### src/rtl/potcmd_pkg.sv
package potcmd_pkg;
  localparam int BYTE_W = 8;

  // Decoded command kinds (opcode values are fixed by the serial protocol)
  typedef enum logic [3:0] {
    K_NONE, K_RD_WCR, K_RD_DR, K_RD_STAT, K_WR_WCR, K_WR_DR,
    K_LD, K_ST, K_GLD, K_GST, K_STEP
  } kind_e;

  function automatic kind_e decode_op(input logic [3:0] op);
    case (op)
      4'b1001: return K_RD_WCR;
      4'b1010: return K_WR_WCR;
      4'b1011: return K_RD_DR;
      4'b1100: return K_WR_DR;
      4'b1101: return K_LD;
      4'b1110: return K_ST;
      4'b0001: return K_GLD;
      4'b1000: return K_GST;
      4'b0010: return K_STEP;
      4'b0101: return K_RD_STAT;
      default: return K_NONE;
    endcase
  endfunction

  function automatic logic id_match(input logic [BYTE_W-1:0] b, input logic [1:0] a);
    return b == {4'b0101, 2'b00, a};
  endfunction

  function automatic logic is_read(input kind_e k);
    return (k == K_RD_WCR) || (k == K_RD_DR) || (k == K_RD_STAT);
  endfunction

  function automatic logic has_data(input kind_e k);
    return (k == K_WR_WCR) || (k == K_WR_DR);
  endfunction

  function automatic logic [BYTE_W-1:0] status_byte(input logic busy);
    return {{(BYTE_W-1){1'b0}}, busy};
  endfunction
endpackage

### src/rtl/pcd_sync.sv
module pcd_sync #(
  parameter int WIDTH  = 4,
  parameter int STAGES = 2
) (
  input  logic             clk,
  input  logic             rst_n,
  input  logic [WIDTH-1:0] din,
  output logic [WIDTH-1:0] dout
);
  logic [STAGES-1:0][WIDTH-1:0] stg;

  // Reset to zero: a chip select already low at reset never looks like a fall
  always_ff @(posedge clk or negedge rst_n) begin
    if (!rst_n) begin
      stg <= '0;
    end else begin
      stg[0] <= din;
      for (int k = 1; k < STAGES; k++) stg[k] <= stg[k-1];
    end
  end

  assign dout = stg[STAGES-1];
endmodule

### src/rtl/pcd_frame.sv
module pcd_frame
  import potcmd_pkg::*;
#(
  parameter int CNT_W = 5
) (
  input  logic              clk,
  input  logic              rst_n,
  input  logic              s_cs,
  input  logic              s_sck,
  input  logic              s_si,
  input  logic              s_hold,
  output logic              cs_fall,
  output logic              cs_rise,
  output logic              rise_q,
  output logic              fall_q,
  output logic              hold_act,
  output logic              active,
  output logic [CNT_W-1:0]  bit_cnt,
  output logic [BYTE_W-1:0] nxt_byte
);
  localparam logic [CNT_W-1:0] CNT_MAX = CNT_W'(3 * BYTE_W);

  logic cs_d, sck_d;
  logic [BYTE_W-2:0] sh;

  always_ff @(posedge clk or negedge rst_n) begin
    if (!rst_n) begin
      cs_d  <= 1'b0;
      sck_d <= 1'b0;
    end else begin
      cs_d  <= s_cs;
      sck_d <= s_sck;
    end
  end

  assign cs_fall = cs_d & ~s_cs;
  assign cs_rise = ~cs_d & s_cs;
  // Qualified serial edges: only inside a frame and outside a pause
  assign rise_q  = active & ~hold_act & ~s_cs & s_sck & ~sck_d;
  assign fall_q  = active & ~hold_act & ~s_cs & ~s_sck & sck_d;
  assign nxt_byte = {sh, s_si};

  always_ff @(posedge clk or negedge rst_n) begin
    if (!rst_n) begin
      active   <= 1'b0;
      hold_act <= 1'b0;
      bit_cnt  <= '0;
      sh       <= '0;
    end else begin
      if (cs_rise)      active <= 1'b0;
      else if (cs_fall) active <= 1'b1;
      // Pause state only changes while the serial clock is low
      if (!s_sck) hold_act <= ~s_hold;
      if (cs_fall)                           bit_cnt <= '0;
      else if (rise_q && bit_cnt != CNT_MAX) bit_cnt <= bit_cnt + 1'b1;
      if (rise_q) sh <= nxt_byte[BYTE_W-2:0];
    end
  end


  hold_freeze_chk: assert property (@(posedge clk) disable iff (!rst_n)
    (hold_act && !cs_fall) |=> $stable(bit_cnt));
endmodule

### src/rtl/pcd_decode.sv
module pcd_decode
  import potcmd_pkg::*;
#(
  parameter int CNT_W = 5
) (
  input  logic              clk,
  input  logic              rst_n,
  input  logic              cs_fall,
  input  logic              cs_rise,
  input  logic              rise_q,
  input  logic              s_si,
  input  logic [CNT_W-1:0]  bit_cnt,
  input  logic [BYTE_W-1:0] nxt_byte,
  input  logic [1:0]        dev_addr,
  output kind_e             kind_q,
  output logic              load_req,
  output logic              pot_sel,
  output logic [1:0]        reg_sel,
  output logic [BYTE_W-1:0] wr_data,
  output logic              wr_wcr_stb,
  output logic              wr_dr_stb,
  output logic              ld_wcr_stb,
  output logic              st_dr_stb,
  output logic              all_pots,
  output logic              step_stb,
  output logic              step_up
);
  localparam logic [CNT_W-1:0] END_ID  = CNT_W'(BYTE_W - 1);
  localparam logic [CNT_W-1:0] END_INS = CNT_W'(2 * BYTE_W - 1);
  localparam logic [CNT_W-1:0] END_DAT = CNT_W'(3 * BYTE_W - 1);
  localparam logic [CNT_W-1:0] TWO_B   = CNT_W'(2 * BYTE_W);

  logic  id_ok, data_ok;
  kind_e kind_nxt;
  logic  two_done;

  // Bit 1 of the instruction byte is reserved zero; anything else is ignored
  assign kind_nxt = nxt_byte[1] ? K_NONE : decode_op(nxt_byte[7:4]);
  assign two_done = (bit_cnt == TWO_B);

  always_ff @(posedge clk or negedge rst_n) begin
    if (!rst_n) begin
      id_ok <= 1'b0; data_ok <= 1'b0; kind_q <= K_NONE; load_req <= 1'b0;
      pot_sel <= 1'b0; reg_sel <= '0; wr_data <= '0;
      wr_wcr_stb <= 1'b0; wr_dr_stb <= 1'b0; ld_wcr_stb <= 1'b0; st_dr_stb <= 1'b0;
      all_pots <= 1'b0; step_stb <= 1'b0; step_up <= 1'b0;
    end else begin
      wr_wcr_stb <= 1'b0; wr_dr_stb <= 1'b0; ld_wcr_stb <= 1'b0; st_dr_stb <= 1'b0;
      step_stb <= 1'b0; load_req <= 1'b0;
      if (cs_fall) begin
        id_ok <= 1'b0; data_ok <= 1'b0; kind_q <= K_NONE;
      end else if (cs_rise) begin
        case (kind_q)
          K_WR_WCR: wr_wcr_stb <= data_ok;
          K_WR_DR:  wr_dr_stb  <= data_ok;
          K_LD:  begin ld_wcr_stb <= two_done; all_pots <= 1'b0; end
          K_GLD: begin ld_wcr_stb <= two_done; all_pots <= 1'b1; end
          K_ST:  begin st_dr_stb  <= two_done; all_pots <= 1'b0; end
          K_GST: begin st_dr_stb  <= two_done; all_pots <= 1'b1; end
          default: ;
        endcase
        id_ok <= 1'b0; data_ok <= 1'b0; kind_q <= K_NONE;
      end else if (rise_q) begin
        if (bit_cnt == END_ID) id_ok <= id_match(nxt_byte, dev_addr);
        if (bit_cnt == END_INS && id_ok) begin
          kind_q   <= kind_nxt;
          pot_sel  <= nxt_byte[0];
          reg_sel  <= nxt_byte[3:2];
          load_req <= is_read(kind_nxt);
        end
        if (bit_cnt == END_DAT && has_data(kind_q)) begin
          wr_data <= nxt_byte;
          data_ok <= 1'b1;
        end
        if (kind_q == K_STEP && bit_cnt >= TWO_B) begin
          step_stb <= 1'b1;
          step_up  <= s_si;
        end
      end
    end
  end


  wr_strobe_chk: assert property (@(posedge clk) disable iff (!rst_n)
    (wr_wcr_stb || wr_dr_stb) |-> ($past(cs_rise) && $past(data_ok)));

  xfr_len_chk: assert property (@(posedge clk) disable iff (!rst_n)
    (ld_wcr_stb || st_dr_stb) |-> ($past(bit_cnt) == TWO_B));

  step_src_chk: assert property (@(posedge clk) disable iff (!rst_n)
    step_stb |-> ($past(rise_q) && $past(kind_q == K_STEP)));
endmodule

### src/rtl/pcd_sodrv.sv
module pcd_sodrv
  import potcmd_pkg::*;
#(
  parameter int CNT_W = 5
) (
  input  logic              clk,
  input  logic              rst_n,
  input  logic              cs_fall,
  input  logic              cs_rise,
  input  logic              s_cs,
  input  logic              active,
  input  logic              hold_act,
  input  logic              fall_q,
  input  logic              load_req,
  input  logic              wip,
  input  kind_e             kind_q,
  input  logic [CNT_W-1:0]  bit_cnt,
  input  logic [BYTE_W-1:0] rd_data,
  output logic              so,
  output logic              so_oe
);
  localparam logic [CNT_W-1:0] TWO_B   = CNT_W'(2 * BYTE_W);
  localparam logic [CNT_W-1:0] THREE_B = CNT_W'(3 * BYTE_W);

  logic              reading, so_en, so_q;
  logic [BYTE_W-1:0] out_sr;
  logic              shift_now;

  assign shift_now = fall_q && reading && bit_cnt >= TWO_B && bit_cnt < THREE_B;

  always_ff @(posedge clk or negedge rst_n) begin
    if (!rst_n) begin
      reading <= 1'b0; so_en <= 1'b0; so_q <= 1'b0; out_sr <= '0;
    end else if (cs_fall || cs_rise) begin
      reading <= 1'b0; so_en <= 1'b0;
    end else begin
      if (load_req) begin
        reading <= 1'b1;
        out_sr  <= (kind_q == K_RD_STAT) ? status_byte(wip) : rd_data;
      end
      if (shift_now) begin
        so_q   <= out_sr[BYTE_W-1];
        out_sr <= {out_sr[BYTE_W-2:0], 1'b0};
        so_en  <= 1'b1;
      end
    end
  end

  assign so_oe = so_en & active & ~hold_act;
  assign so    = so_q;


  so_idle_chk: assert property (@(posedge clk) disable iff (!rst_n)
    (s_cs && $past(s_cs)) |-> !so_oe);
endmodule

### src/rtl/potcmd_frontend.sv
module potcmd_frontend
  import potcmd_pkg::*;
#(
  parameter int SYNC_STAGES = 2
) (
  input  logic              clk,
  input  logic              rst_n,
  input  logic              cs_n,
  input  logic              sck,
  input  logic              si,
  input  logic              hold_n,
  input  logic [1:0]        dev_addr,
  input  logic              wip,
  input  logic [BYTE_W-1:0] rd_data,
  output logic              so,
  output logic              so_oe,
  output logic              rd_is_wcr,
  output logic              pot_sel,
  output logic [1:0]        reg_sel,
  output logic [BYTE_W-1:0] wr_data,
  output logic              wr_wcr_stb,
  output logic              wr_dr_stb,
  output logic              ld_wcr_stb,
  output logic              st_dr_stb,
  output logic              all_pots,
  output logic              step_stb,
  output logic              step_up
);
  localparam int CNT_W = $clog2(3 * BYTE_W + 1);

  logic [3:0]        s_pins;
  logic              cs_fall, cs_rise, rise_q, fall_q, hold_act, active, load_req;
  logic [CNT_W-1:0]  bit_cnt;
  logic [BYTE_W-1:0] nxt_byte;
  kind_e             kind_q;

  pcd_sync #(.WIDTH(4), .STAGES(SYNC_STAGES)) u_sync (
    .clk(clk), .rst_n(rst_n), .din({hold_n, si, sck, cs_n}), .dout(s_pins));

  pcd_frame #(.CNT_W(CNT_W)) u_frame (
    .clk(clk), .rst_n(rst_n), .s_cs(s_pins[0]), .s_sck(s_pins[1]), .s_si(s_pins[2]),
    .s_hold(s_pins[3]), .cs_fall(cs_fall), .cs_rise(cs_rise), .rise_q(rise_q),
    .fall_q(fall_q), .hold_act(hold_act), .active(active), .bit_cnt(bit_cnt),
    .nxt_byte(nxt_byte));

  pcd_decode #(.CNT_W(CNT_W)) u_dec (
    .clk(clk), .rst_n(rst_n), .cs_fall(cs_fall), .cs_rise(cs_rise), .rise_q(rise_q),
    .s_si(s_pins[2]), .bit_cnt(bit_cnt), .nxt_byte(nxt_byte), .dev_addr(dev_addr),
    .kind_q(kind_q), .load_req(load_req), .pot_sel(pot_sel), .reg_sel(reg_sel),
    .wr_data(wr_data), .wr_wcr_stb(wr_wcr_stb), .wr_dr_stb(wr_dr_stb),
    .ld_wcr_stb(ld_wcr_stb), .st_dr_stb(st_dr_stb), .all_pots(all_pots),
    .step_stb(step_stb), .step_up(step_up));

  pcd_sodrv #(.CNT_W(CNT_W)) u_so (
    .clk(clk), .rst_n(rst_n), .cs_fall(cs_fall), .cs_rise(cs_rise), .s_cs(s_pins[0]),
    .active(active), .hold_act(hold_act), .fall_q(fall_q), .load_req(load_req),
    .wip(wip), .kind_q(kind_q), .bit_cnt(bit_cnt), .rd_data(rd_data),
    .so(so), .so_oe(so_oe));

  assign rd_is_wcr = (kind_q == K_RD_WCR);


  strobe_excl_chk: assert property (@(posedge clk) disable iff (!rst_n)
    $onehot0({wr_wcr_stb, wr_dr_stb, ld_wcr_stb, st_dr_stb, step_stb}));
endmodule

### config.mk
export PLATFORM = sky130hd
export DESIGN_NAME = potcmd_frontend
export DESIGN_NICKNAME = d
export VERILOG_FILES = /design/src/rtl/potcmd_pkg.sv /design/src/rtl/pcd_sync.sv /design/src/rtl/pcd_frame.sv /design/src/rtl/pcd_decode.sv /design/src/rtl/pcd_sodrv.sv /design/src/rtl/potcmd_frontend.sv
export SDC_FILE = /design/constraint.sdc
export NUM_CORES = 1
export LEC_CHECK = 0
export BUFFER_PORTS_ARGS = -buffer_cell sky130_fd_sc_hd__buf_4
export CORE_MARGIN = 2
export CORE_UTILIZATION = 61
export CTS_CLUSTER_DIAMETER = 200
export DETAILED_ROUTE_END_ITERATION = 10
export PLACE_DENSITY_LB_ADDON = 0.08
export SETUP_SLACK_MARGIN = 0.3
export SYNTH_ARGS = -nofsm -noshare
export SYNTH_HDL_FRONTEND = slang
export SYNTH_SLANG_ARGS = --single-unit
### constraint.sdc
create_clock -name clk -period 4.1 [get_ports clk]
set_clock_uncertainty 0.15 [all_clocks]
set_input_delay 0.205 -clock clk [delete_from_list [all_inputs] [get_ports clk]]
set_output_delay 0.205 -clock clk [all_outputs]
set_load 0.005 [all_outputs]
==> metrics.md, run 1 <==
| Metric | Value |
|---|---|
| Post-synth net total | `between 200 and 300` |
| Critical Path AT | `2500 ps` |
| Hold Vio Cnt, Final | `0` |
| Clock buffer count from CTS | `9` |
| Setup TNS | `0 ps` |
| CTS Sinks | `60` |
| Total power | `about 1.4 mW` |
| I/O pins | `38` |
| Startpoint types | `register` |
| Overall die width | `72.1 µm` |
| Slew @ Worst Pin | `between 700 and 800 ps` |
| Top-area cell type share of the netlist area | `between 50% and 60%` |
| Post-synthesis mux area share | `roughly 13%` |
| Routed WL | `5.18 mm` |
| Syn. warnings | `0` |
| Synth Area in XOR/XNOR | `between 1.5 and 2%` |
| Gr usage total | `22.8%` |
| Top sig layer | `met4` |
| CTS max path bufs | `2` |
| CP Capture Type | `register` |
| Hold crit path type | `in2reg` |
| # rows | `24` |
| CTS tree | `built` |
| Post-Synthesis Cells | `249` |
| RePlAce Congestion | `0.817` |
| Final ANT Viol Nets | `0` |
| RSZ-0062 raised after global routing | `no` |
| CTS root buffer | `clkbuf_8` |
| Core area | `4410 µm²` |
| Post-Synth Adder-Cell Area | `3.99%` |
| Routed wl met2 | `between 2 and 2.5 mm` |
| Initial antenna violation count | `0` |
| # setup viols final | `0` |
| First-pass GRT wire length | `8.96 mm` |
| Hold_ws | `approximately 44 ps` |
| Cell variety after synth | `41` |
| Syn avg cell area | `about 11 µm²` |
| DPL Wire Length | `3.53 mm` |
| H-tree depth | `3` |
| GRT overflow | `0` |
| Drt first-iter violations | `93` |
| Leading cell types in the layout, fill and taps excluded | `60 x dfrtp_1, 37 x buf_4, 33 x nand2_1` |
| Clk_lat worst skew | `340 ps` |
| Via count | `1925` |
| DRT met1 WL | `2.50 mm` |
| Worst setup path class | `reg2reg` |
| CTS clk-pin slew, worst paths | `roughly 70 ps` |
| Yosys reg bits | `60` |
| Largest net degree at the start of global routing | `61` |
| Starting density of the core | `~64%` |
| Share of post-route cells with drive strength above 1 | `27.9%` |
| Layout area overhead | `19.4%` |
| P per Cell Area | `408 nW/µm²` |
| Syn Std Cell Area | `2830 µm²` |
| Fin crit share | `59.4%` |
| IO buf count | `37` |
| Max Transition Viols Final | `0` |
| Fillers | `300` |
| Postcts setup bufs | `0` |
| Largest family of logic cells by synthesized area | `simple AND/OR/NAND/NOR gates` |
| Compound-Gate Fraction of Synth Area | `4.96%` |
| DRT Pass-1 Iters | `4` |
| Fmax achieved | `0.410 GHz` |
| Ranking of synthesized cells by area | `dfrtp_1 53%, mux2_2 6.0%, nand2_1 4.4%` |
| Leak Pwr | `1.66 nW` |
| Layout Nets | `between 300 and 400` |
| Remaining DRCs | `0` |
| Most frequent standard cell in the layout excluding fill and tap cells | `dfrtp_1` |
| Required @ worst endpoint | `4170 ps` |
| Maximum vdd drop | `0.263 mV` |
| Cell taking the most area after synthesis | `dfrtp_1` |
| Status | `completed` |
| Die area | `5190 µm²` |
| Final min period | `2440 ps` |
| Register area share after synthesis | `53.1%` |
| Max-cap violations | `0` |
| Multi-input gate area | `1210 µm²` |
| Vias in the first global route | `1895` |
| Simple-gate share of the synthesized area | `19.9%` |
| Number of diodes | `0` |
| WL per Instance | `15.0 µm` |
| DIE HEIGHT | `72.1 µm` |
| Seq. cell area | `1500 µm²` |
| Vias per std cell | `5.56` |
| Worst-path maximum fanout | `11` |
| Max_slew headroom | `50.6%` |
| Met3 wire length | `about 230 µm` |
## state kept, by name, indices dropped and copies added, names as in the netlist, 2 cells and up
register	count
u_so.out_sr	8
u_frame.sh	7
u_dec.wr_data	8
u_frame.bit_cnt	5
u_sync.stg	4
u_dec.reg_sel	2
u_sync.dout	4
u_dec.kind_q	4
## kinds of logic (layout without fill, tap and decap cells)
group / after synthesis / after routing
AND/OR/NAND/NOR: 99 / 99
flip-flops: 60 / 60
multiplexers: 29 / 29
AO/OA/AOI/OAI: 25 / 25
buffers and inverters: 22 / 67
adder cells (fa/ha/maj): 9 / 9
XOR/XNOR: 5 / 5
## metal layers
metal  vias to the layer above  GRT usage, %
met2                        53          33.8
met1                       922          32.5
met5                         -             0
met3                         6          5.83
met4                         0          8.81
li1                        944             -
## through the flow
stage                     area, µm²  utilization, %  instances  setup slack (ps)
after floorplan                2830               -        249              2210
after global placement         3090            70.1        325              1790
after detailed placement       3090            70.1        325              1680
after CTS                      3370            76.4        346              1670
after global routing           3370            76.4        346              1510
final                          3370            76.4        346              1660
## cells in the mapped netlist
cell type,number
inv_1,9
o21a_1,3
or3_1,2
and3b_1,3
and4b_1,1
mux4_2,1
and3_4,1
nand4bb_1,1
clkbuf_1,7
a311oi_1,1
and3_1,4
or2_2,1
nand2_1,33
nand4b_1,2
nor2_1,12
xnor2_1,4
nor3_4,1
nand2b_1,3
xor2_1,1
nand4_4,1
nor3b_2,1
buf_6,3
ha_1,9
a21oi_1,7
nor4_1,3
o21ai_0,13
nor3_1,3
nand3_1,7
mux2_2,15
buf_2,3
nor2b_1,4
dfrtp_1,60
or2b_1,1
mux2_4,7
nor3b_1,1
a31o_2,1
nand4_1,11
or3b_1,1
nor2_2,1
or3b_4,1
mux2i_1,6
## final cells by class
type / count / share of cell area, %
clock buffers: 11 / 3.89
clock inverters: 5 / 2.97
inverters: 9 / 1.00
multi-input cells: 167 / 36.0
flip-flops and latches: 60 / 44.5
well taps: 52 / 1.93
repair buffers: 42 / 9.71
## critical path: stages, from the launching register on
cell	delay, ps
dfrtp_1	420
nor2b_1	630
and3_4	370
o21a_1	410
mux2_4	340
## power by group
group          internal [mW]  total (mW)  leakage (nW)  switching [mW]
clock network          0.402       0.630         0.117           0.228
logic                 0.0456       0.100         0.741          0.0548
registers              0.615       0.646         0.800          0.0304
## worst paths after layout
| check | start | end | slack [ps] | cells past startpoint |
|---|---|---|---|---|
| max | u_frame.bit_cnt[4]$_DFFE_PN0P_ | u_so.out_sr[1]$_DFFE_PN0P_ | 1660 | 4 |
| min | dev_addr[1] | u_dec.id_ok$_DFFE_PN0P_ | 40 | 4 |
| max reg2reg | u_frame.bit_cnt[4]$_DFFE_PN0P_ | u_so.out_sr[1]$_DFFE_PN0P_ | 1660 | 4 |
| min reg2reg | u_sync.stg[3]$_DFF_PN0_ | u_sync.dout[3]$_DFF_PN0_ | 200 | 0 |
| max in group asynchronous | rst_n | u_dec.load_req$_DFF_PN0_ | 3000 | 2 |
| min in group asynchronous | rst_n | u_so.so_en$_DFFE_PN0P_ | 320 | 2 |
## repair_timing
| item | CTS | global route |
|---|---|---|
| hold buffers | 5 | 0 |
| endpoints found under the hold margin | 64 | 0 |
| gates resized for setup | 0 | 0 |
(Power assumes the default switching activity.)
==> run 2, diff against run 1 <==
--- a/config.mk
+++ b/config.mk
@@ -5,9 +5,10 @@
 export SDC_FILE = /design/constraint.sdc
 export NUM_CORES = 1
 export LEC_CHECK = 0
+export ABC_AREA = 1
 export BUFFER_PORTS_ARGS = -buffer_cell sky130_fd_sc_hd__buf_4
 export CORE_MARGIN = 2
-export CORE_UTILIZATION = 61
+export CORE_UTILIZATION = 57
 export CTS_CLUSTER_DIAMETER = 200
 export DETAILED_ROUTE_END_ITERATION = 10
 export PLACE_DENSITY_LB_ADDON = 0.08
==> constraint.sdc (replaced) <==
create_clock -name clk -period 2.4 [get_ports clk]
set_clock_uncertainty 0.15 [all_clocks]
set_input_delay 0.12 -clock clk [delete_from_list [all_inputs] [get_ports clk]]
set_output_delay 0.12 -clock clk [all_outputs]
set_load 0.005 [all_outputs]
==> metrics.md, run 2 <==
| Metric | Value |
|---|---|
| Multi-input gate area | `roughly 1200 µm²` |
| Cell taking the most area after synthesis | `dfrtp_1` |
| Total power | `between 2 and 2.5 mW` |
| Syn avg cell area | `8.77 µm²` |
| Hold Vio Cnt, Final | `0` |
| Remaining DRCs | `0` |
| Final min period | `1840 ps` |
| Seq. cell area | `1500 µm²` |
| Fin worst setup slack | `approximately 560 ps` |
| Fin crit share | `76.7%` |
| DP Worst Slack | `between 400 and 500 ps` |
| CTS clk-pin slew, worst paths | `80 ps` |
| I/O pins | `38` |
| Initial antenna violation count | `0` |
| DIE HEIGHT | `75.2 µm` |
| Required @ worst endpoint | `2520 ps` |
| Largest registers | `u_dec.wr_data x8, u_so.out_sr x8, u_frame.sh x7` |
| Leak Pwr | `1.75 nW` |
| First-pass GRT wire length | `9.74 mm` |
| Ranking of synthesized cells by area | `dfrtp_1 52%, nand2_1 13%, nand3_1 4.8%` |
| # setup viols final | `0` |
| Vias per std cell | `5.05` |
| Via count | `2314` |
| Share of post-route cells with drive strength above 1 | `20.5%` |
| Post-synth top cells | `98 x nand2_1, 60 x dfrtp_1, 36 x inv_1` |
| FF-to-FF Start | `u_sync.dout[0]$_DFF_PN0_` |
| Finished Layout Cells | `458` |
| CTS tree | `built` |
| Syn. warnings | `0` |
| Cell variety after synth | `25` |
| Yosys reg bits | `60` |
| Dpl cells | `429` |
| Count leader, synth | `nand2_1` |
| Post-synth net total | `356` |
| Most used DFF post-synth | `dfrtp_1` |
| # rows | `25` |
| Leading cell types in the layout, fill and taps excluded | `97 x nand2_1, 60 x dfrtp_1, 38 x buf_4` |
| Fin util | `between 70% and 80%` |
| DRT Pass-1 Iters | `4` |
| Gr usage total | `23.4%` |
| Register area share after synthesis | `51.9%` |
| Syn Std Cell Area | `just under 3000 µm²` |
| Drt first-iter violations | `between 200 and 250` |
| EDFF count, synth | `0` |
| Starting density of the core | `60.1%` |
| Top-area cell type share of the netlist area | `51.9%` |
| Max Transition Viols Final | `0` |
| Startpoint types | `register` |
| Postcts setup bufs | `0` |
| Core area | `between 4000 and 5000 µm²` |
| CTS root buffer | `clkbuf_8` |
| Clock buffer count from CTS | `9` |
| Post-Synthesis Cells | `330` |
| Largest net degree at the start of global routing | `61` |
| Clk_lat worst skew | `330 ps` |
| Setup TNS | `0 ps` |
| RePlAce Congestion | `0.814` |
| Layout Nets | `around 410` |
| Routed WL | `5.99 mm` |
| Fillers | `about 380` |
| CTS Sinks | `60` |
| Fmax achieved | `0.543 GHz` |
| H-tree depth | `3` |
| Max-cap violations | `0` |
| Most frequent standard cell in the layout excluding fill and tap cells | `nand2_1` |
| Async SR Flop Fraction | `100%` |
| CP Capture Type | `register` |
| WL per Instance | `13.1 µm` |
| Overall die width | `75.2 µm` |
| Worst setup path class | `reg2reg` |
| RSZ-0062 raised after global routing | `no` |
| Critical Path AT | `1960 ps` |
| Final ANT Viol Nets | `0` |
| DPL Wire Length | `4.04 mm` |
| Status | `completed` |
| P per Cell Area | `625 nW/µm²` |
| Max_slew headroom | `50.9%` |
| Hold_sp | `dev_addr[1]` |
| Vias in the first global route | `2112` |
| Maximum vdd drop | `about 0.76 mV` |
| Layout area overhead | `22.3%` |
| Crit path from | `u_sync.dout[0]$_DFF_PN0_` |
| Hold crit path type | `in2reg` |
| Number of diodes | `0` |
| IO buf count | `37` |
| Slew @ Worst Pin | `736 ps` |
| GRT overflow | `0` |
| CTS max path bufs | `2` |
| Die area | `5660 µm²` |
| Worst-path maximum fanout | `11` |
run 2: worst max-delay path: stages (launching register included):
cell,delay [ps]
dfrtp_1,420
ha_1,550
nand2_2,270
nand2_4,180
nand3_1,110
nand2_1,80
run 2: power breakdown:
group / leakage, nW / switching [mW] / total (mW) / internal (mW)
Clock: 0.0958 / 0.421 / 0.905 / 0.484
Sequential: 0.762 / 0.0381 / 1.09 / 1.05
Combinational: 0.896 / 0.134 / 0.216 / 0.0820
run 2: layer usage:
metal / track usage, % / up-vias / routed length, µm
met5: 0 / - / 0
met3: 7.23 / 8 / 331
li1: - / 1163 / -
met2: 36.2 / 71 / 2860
met1: 31.7 / 1072 / 2710
met4: 8.19 / 0 / 79
run 2: final cells by class:
cell class	instances	share of cell area, %
clock buffers	9	3.50
clock inverters	7	2.16
inverters	39	4.14
multi-input cells	225	33.6
flip-flops and latches	60	42.4
well taps	67	2.37
repair buffers	51	11.7
run 2: final timing paths:
check / cells past startpoint / end / slack, ps
max in group asynchronous: 2 / u_frame.sh[3]$_DFFE_PN0P_ / 1370
setup reg to reg: 5 / u_so.out_sr[3]$_DFFE_PN0P_ / 560
hold / removal: 6 / u_dec.id_ok$_DFFE_PN0P_ / 10
setup / recovery: 5 / u_so.out_sr[3]$_DFFE_PN0P_ / 560
min in group asynchronous: 2 / u_frame.bit_cnt[2]$_DFFE_PN0P_ / 230
hold reg to reg: 0 / u_sync.dout[2]$_DFF_PN0_ / 210
run 2: metrics by stage:
stage	area, µm²	hold WS (ps)
2_1_floorplan	2890	-326
3_3_place_gp	3200	79.6
3_5_place_dp	3200	80.6
4_1_cts	3530	5.80
5_1_grt	3540	24.7
6_report	3540	14.9
run 2: cells by family after synthesis:
kind of cell / synth area share [%]
simple gates: 29.0
fa+ha+maj: 3.89
xor+xnor: 0.908
compound gates: 7.22
buf+inv: 7.05
flops: 51.9
run 2: what timing repair did:
action                                  CTS  global route
endpoints found under the setup margin    0             4
gates resized for setup                   0             1
hold buffers                             13             0
hold endpoints to repair                 72             0
==> run 3, diff against run 2 <==
==> constraint.sdc (replaced) <==
create_clock -name clk -period 1.7 [get_ports clk]
set_clock_uncertainty 0.15 [all_clocks]
set_input_delay 0.085 -clock clk [delete_from_list [all_inputs] [get_ports clk]]
set_output_delay 0.085 -clock clk [all_outputs]
set_load 0.005 [all_outputs]
==> metrics.md, run 3 (synthesized netlist as in run 2, its figures left out) <==
| Metric | Value |
|---|---|
| Largest net degree at the start of global routing | `61` |
| Switch share | `30.4%` |
| Sequential share of power | `45.3%` |
| Remaining DRCs | `0` |
| Number of diodes | `0` |
| Overall die width | `75.2 µm` |
| Startpoint types | `register` |
| Fmax achieved | `0.514 GHz` |
| Max Transition Viols Final | `0` |
| P per Cell Area | `between 700 and 800 nW/µm²` |
| # rows | `25` |
| Share of post-route cells with drive strength above 1 | `46.2%` |
| Placed instance area | `3320 µm²` |
| Clock buffer count from CTS | `9` |
| First-pass GRT wire length | `around 12 mm` |
| Initial antenna violation count | `0` |
| Starting density of the core | `60.1%` |
| Slew @ Worst Pin | `327 ps` |
| Fin worst setup slack | `-247 ps` |
| Fin util | `89.9%` |
| Leak Pwr | `2.04 nW` |
| Via count | `2847` |
| Fillers | `223` |
| DPL Wire Length | `4.16 mm` |
| Worst setup path class | `reg2reg` |
| Total power | `3.41 mW` |
| Vias per std cell | `approximately 5.7` |
| Maximum vdd drop | `0.686 mV` |
| Final min period | `1950 ps` |
| Core area | `4820 µm²` |
| IO buf count | `37` |
| Hold crit path type | `in2reg` |
| H-tree depth | `3` |
| Comb power frac | `between 10 and 15%` |
| CTS tree | `built` |
| Clk_lat worst skew | `360 ps` |
| Required @ worst endpoint | `1830 ps` |
| Violated checks | `negative setup slack` |
| Multi-input gate area | `1590 µm²` |
| Final ANT Viol Nets | `0` |
| Status | `finished, violations left` |
| Largest registers | `u_dec.wr_data x8, u_so.out_sr x8, u_frame.sh x7` |
| Gr usage total | `30.0%` |
| Int Power | `2.37 mW` |
| Seq. cell area | `roughly 1500 µm²` |
| GRT overflow | `0` |
| Setup TNS | `-2020 ps` |
| CTS Sinks | `60` |
| Clock power frac | `between 40% and 50%` |
| Most frequent standard cell in the layout excluding fill and tap cells | `nand2_1` |
| Critical Path AT | `2070 ps` |
| CTS clk-pin slew, worst paths | `80 ps` |
| Routed WL | `9.49 mm` |
| CTS root buffer | `clkbuf_8` |
| Die area | `5660 µm²` |
| DIE HEIGHT | `between 70 and 80 µm` |
| Layout area overhead | `49.8%` |
| CP Capture Type | `register` |
| Final Cell Area | `4330 µm²` |
| Vias in the first global route | `approximately 2600` |
| I/O pins | `38` |
| Drt first-iter violations | `287` |
| DP Worst Slack | `-63.8 ps` |
| Worst-path maximum fanout | `5` |
| Hold Vio Cnt, Final | `0` |
| Fin crit share | `115%` |
| RSZ-0062 raised after global routing | `yes` |
| RePlAce Congestion | `0.812` |
| DRT Pass-1 Iters | `5` |
| WL per Instance | `roughly 19 µm` |
| CTS max path bufs | `2` |
| Layout Nets | `450` |
| Max-cap violations | `0` |
| Psw | `1.04 mW` |
| # setup viols final | `17` |
| Leading cell types in the layout, fill and taps excluded | `71 x nand2_1, 58 x dfrtp_1, 56 x buf_4` |
| Max_slew headroom | `78.2%` |
run 3: changes by cell type in the layout (fill, tap and decap cells not counted), sizes merged:
| cell | change |
|---|---|
| nand3 | +1 |
| dlygate4sd3 | +2 |
| buf | +35 |
run 3: critical path, cell delays in order, from the launching register on:
cell and delay [ps]:
dfrtp_1 390, ha_2 210, nand2_2 90, nor2_2 150
ha_2 190, nand2_2 60, inv_2 70, nand3_4 130
buf_12 170, nor2_4 90, nor2_2 50, nor2_2 100
run 3: final cells by class:
type                    instances  area share, %
well taps                      67           1.93
multi-input cells             226           36.7
repair buffers                 88           18.3
clock buffers                   9           2.86
inverters                      39           3.78
clock inverters                 7           1.76
flip-flops and latches         60           34.7
run 3: layer usage:
metal	track usage, %	part of all wire (%)	wire [µm]
met2	47.8	49	4660
met1	37.3	39	3690
met4	15.8	5.4	512
met3	8.57	6.6	624
met5	0	0	0
run 3: final timing paths:
check,startpoint,end,slack [ps],cells past startpoint
setup / recovery,u_frame.bit_cnt[1]$_DFFE_PN0P_,u_dec.kind_q[1]$_DFFE_PN0P_,-250,11
max in group asynchronous,rst_n,u_sync.dout[0]$_DFF_PN0_,1000,3
min in group asynchronous,rst_n,u_so.out_sr[7]$_DFFE_PN0P_,100,3
hold / removal,dev_addr[0],u_dec.id_ok$_DFFE_PN0P_,80,6
hold reg to reg,u_sync.stg[1]$_DFF_PN0_,u_sync.dout[1]$_DFF_PN0_,200,0
setup reg to reg,u_frame.bit_cnt[1]$_DFFE_PN0P_,u_dec.kind_q[1]$_DFFE_PN0P_,-250,11
run 3: power by group through the flow:
stage	clock, mW	combinational (mW)	sequential [mW]
after global routing	1.43	0.533	1.55
after global placement	0	0.292	1.56
final	1.36	0.502	1.54
after detailed placement	0	0.299	1.56
after floorplan	0	0.187	1.55
after CTS	1.32	0.414	1.54
run 3: stage by stage:
stage               hold WS [ps]  std cells
finish                      81.6        496
global route                84.8        496
CTS                         10.1        491
detailed placement         -52.2        438
global placement           -52.6        438
floorplan                   -361        330
run 3: timing repair:
action	in CTS	in global routing
hold endpoints to repair	73	0
setup endpoints to repair	46	48
gates resized for setup	86	49
gates cloned	2	0
pin swaps	36	22
hold buffers	15	0
buffers inserted	20	5
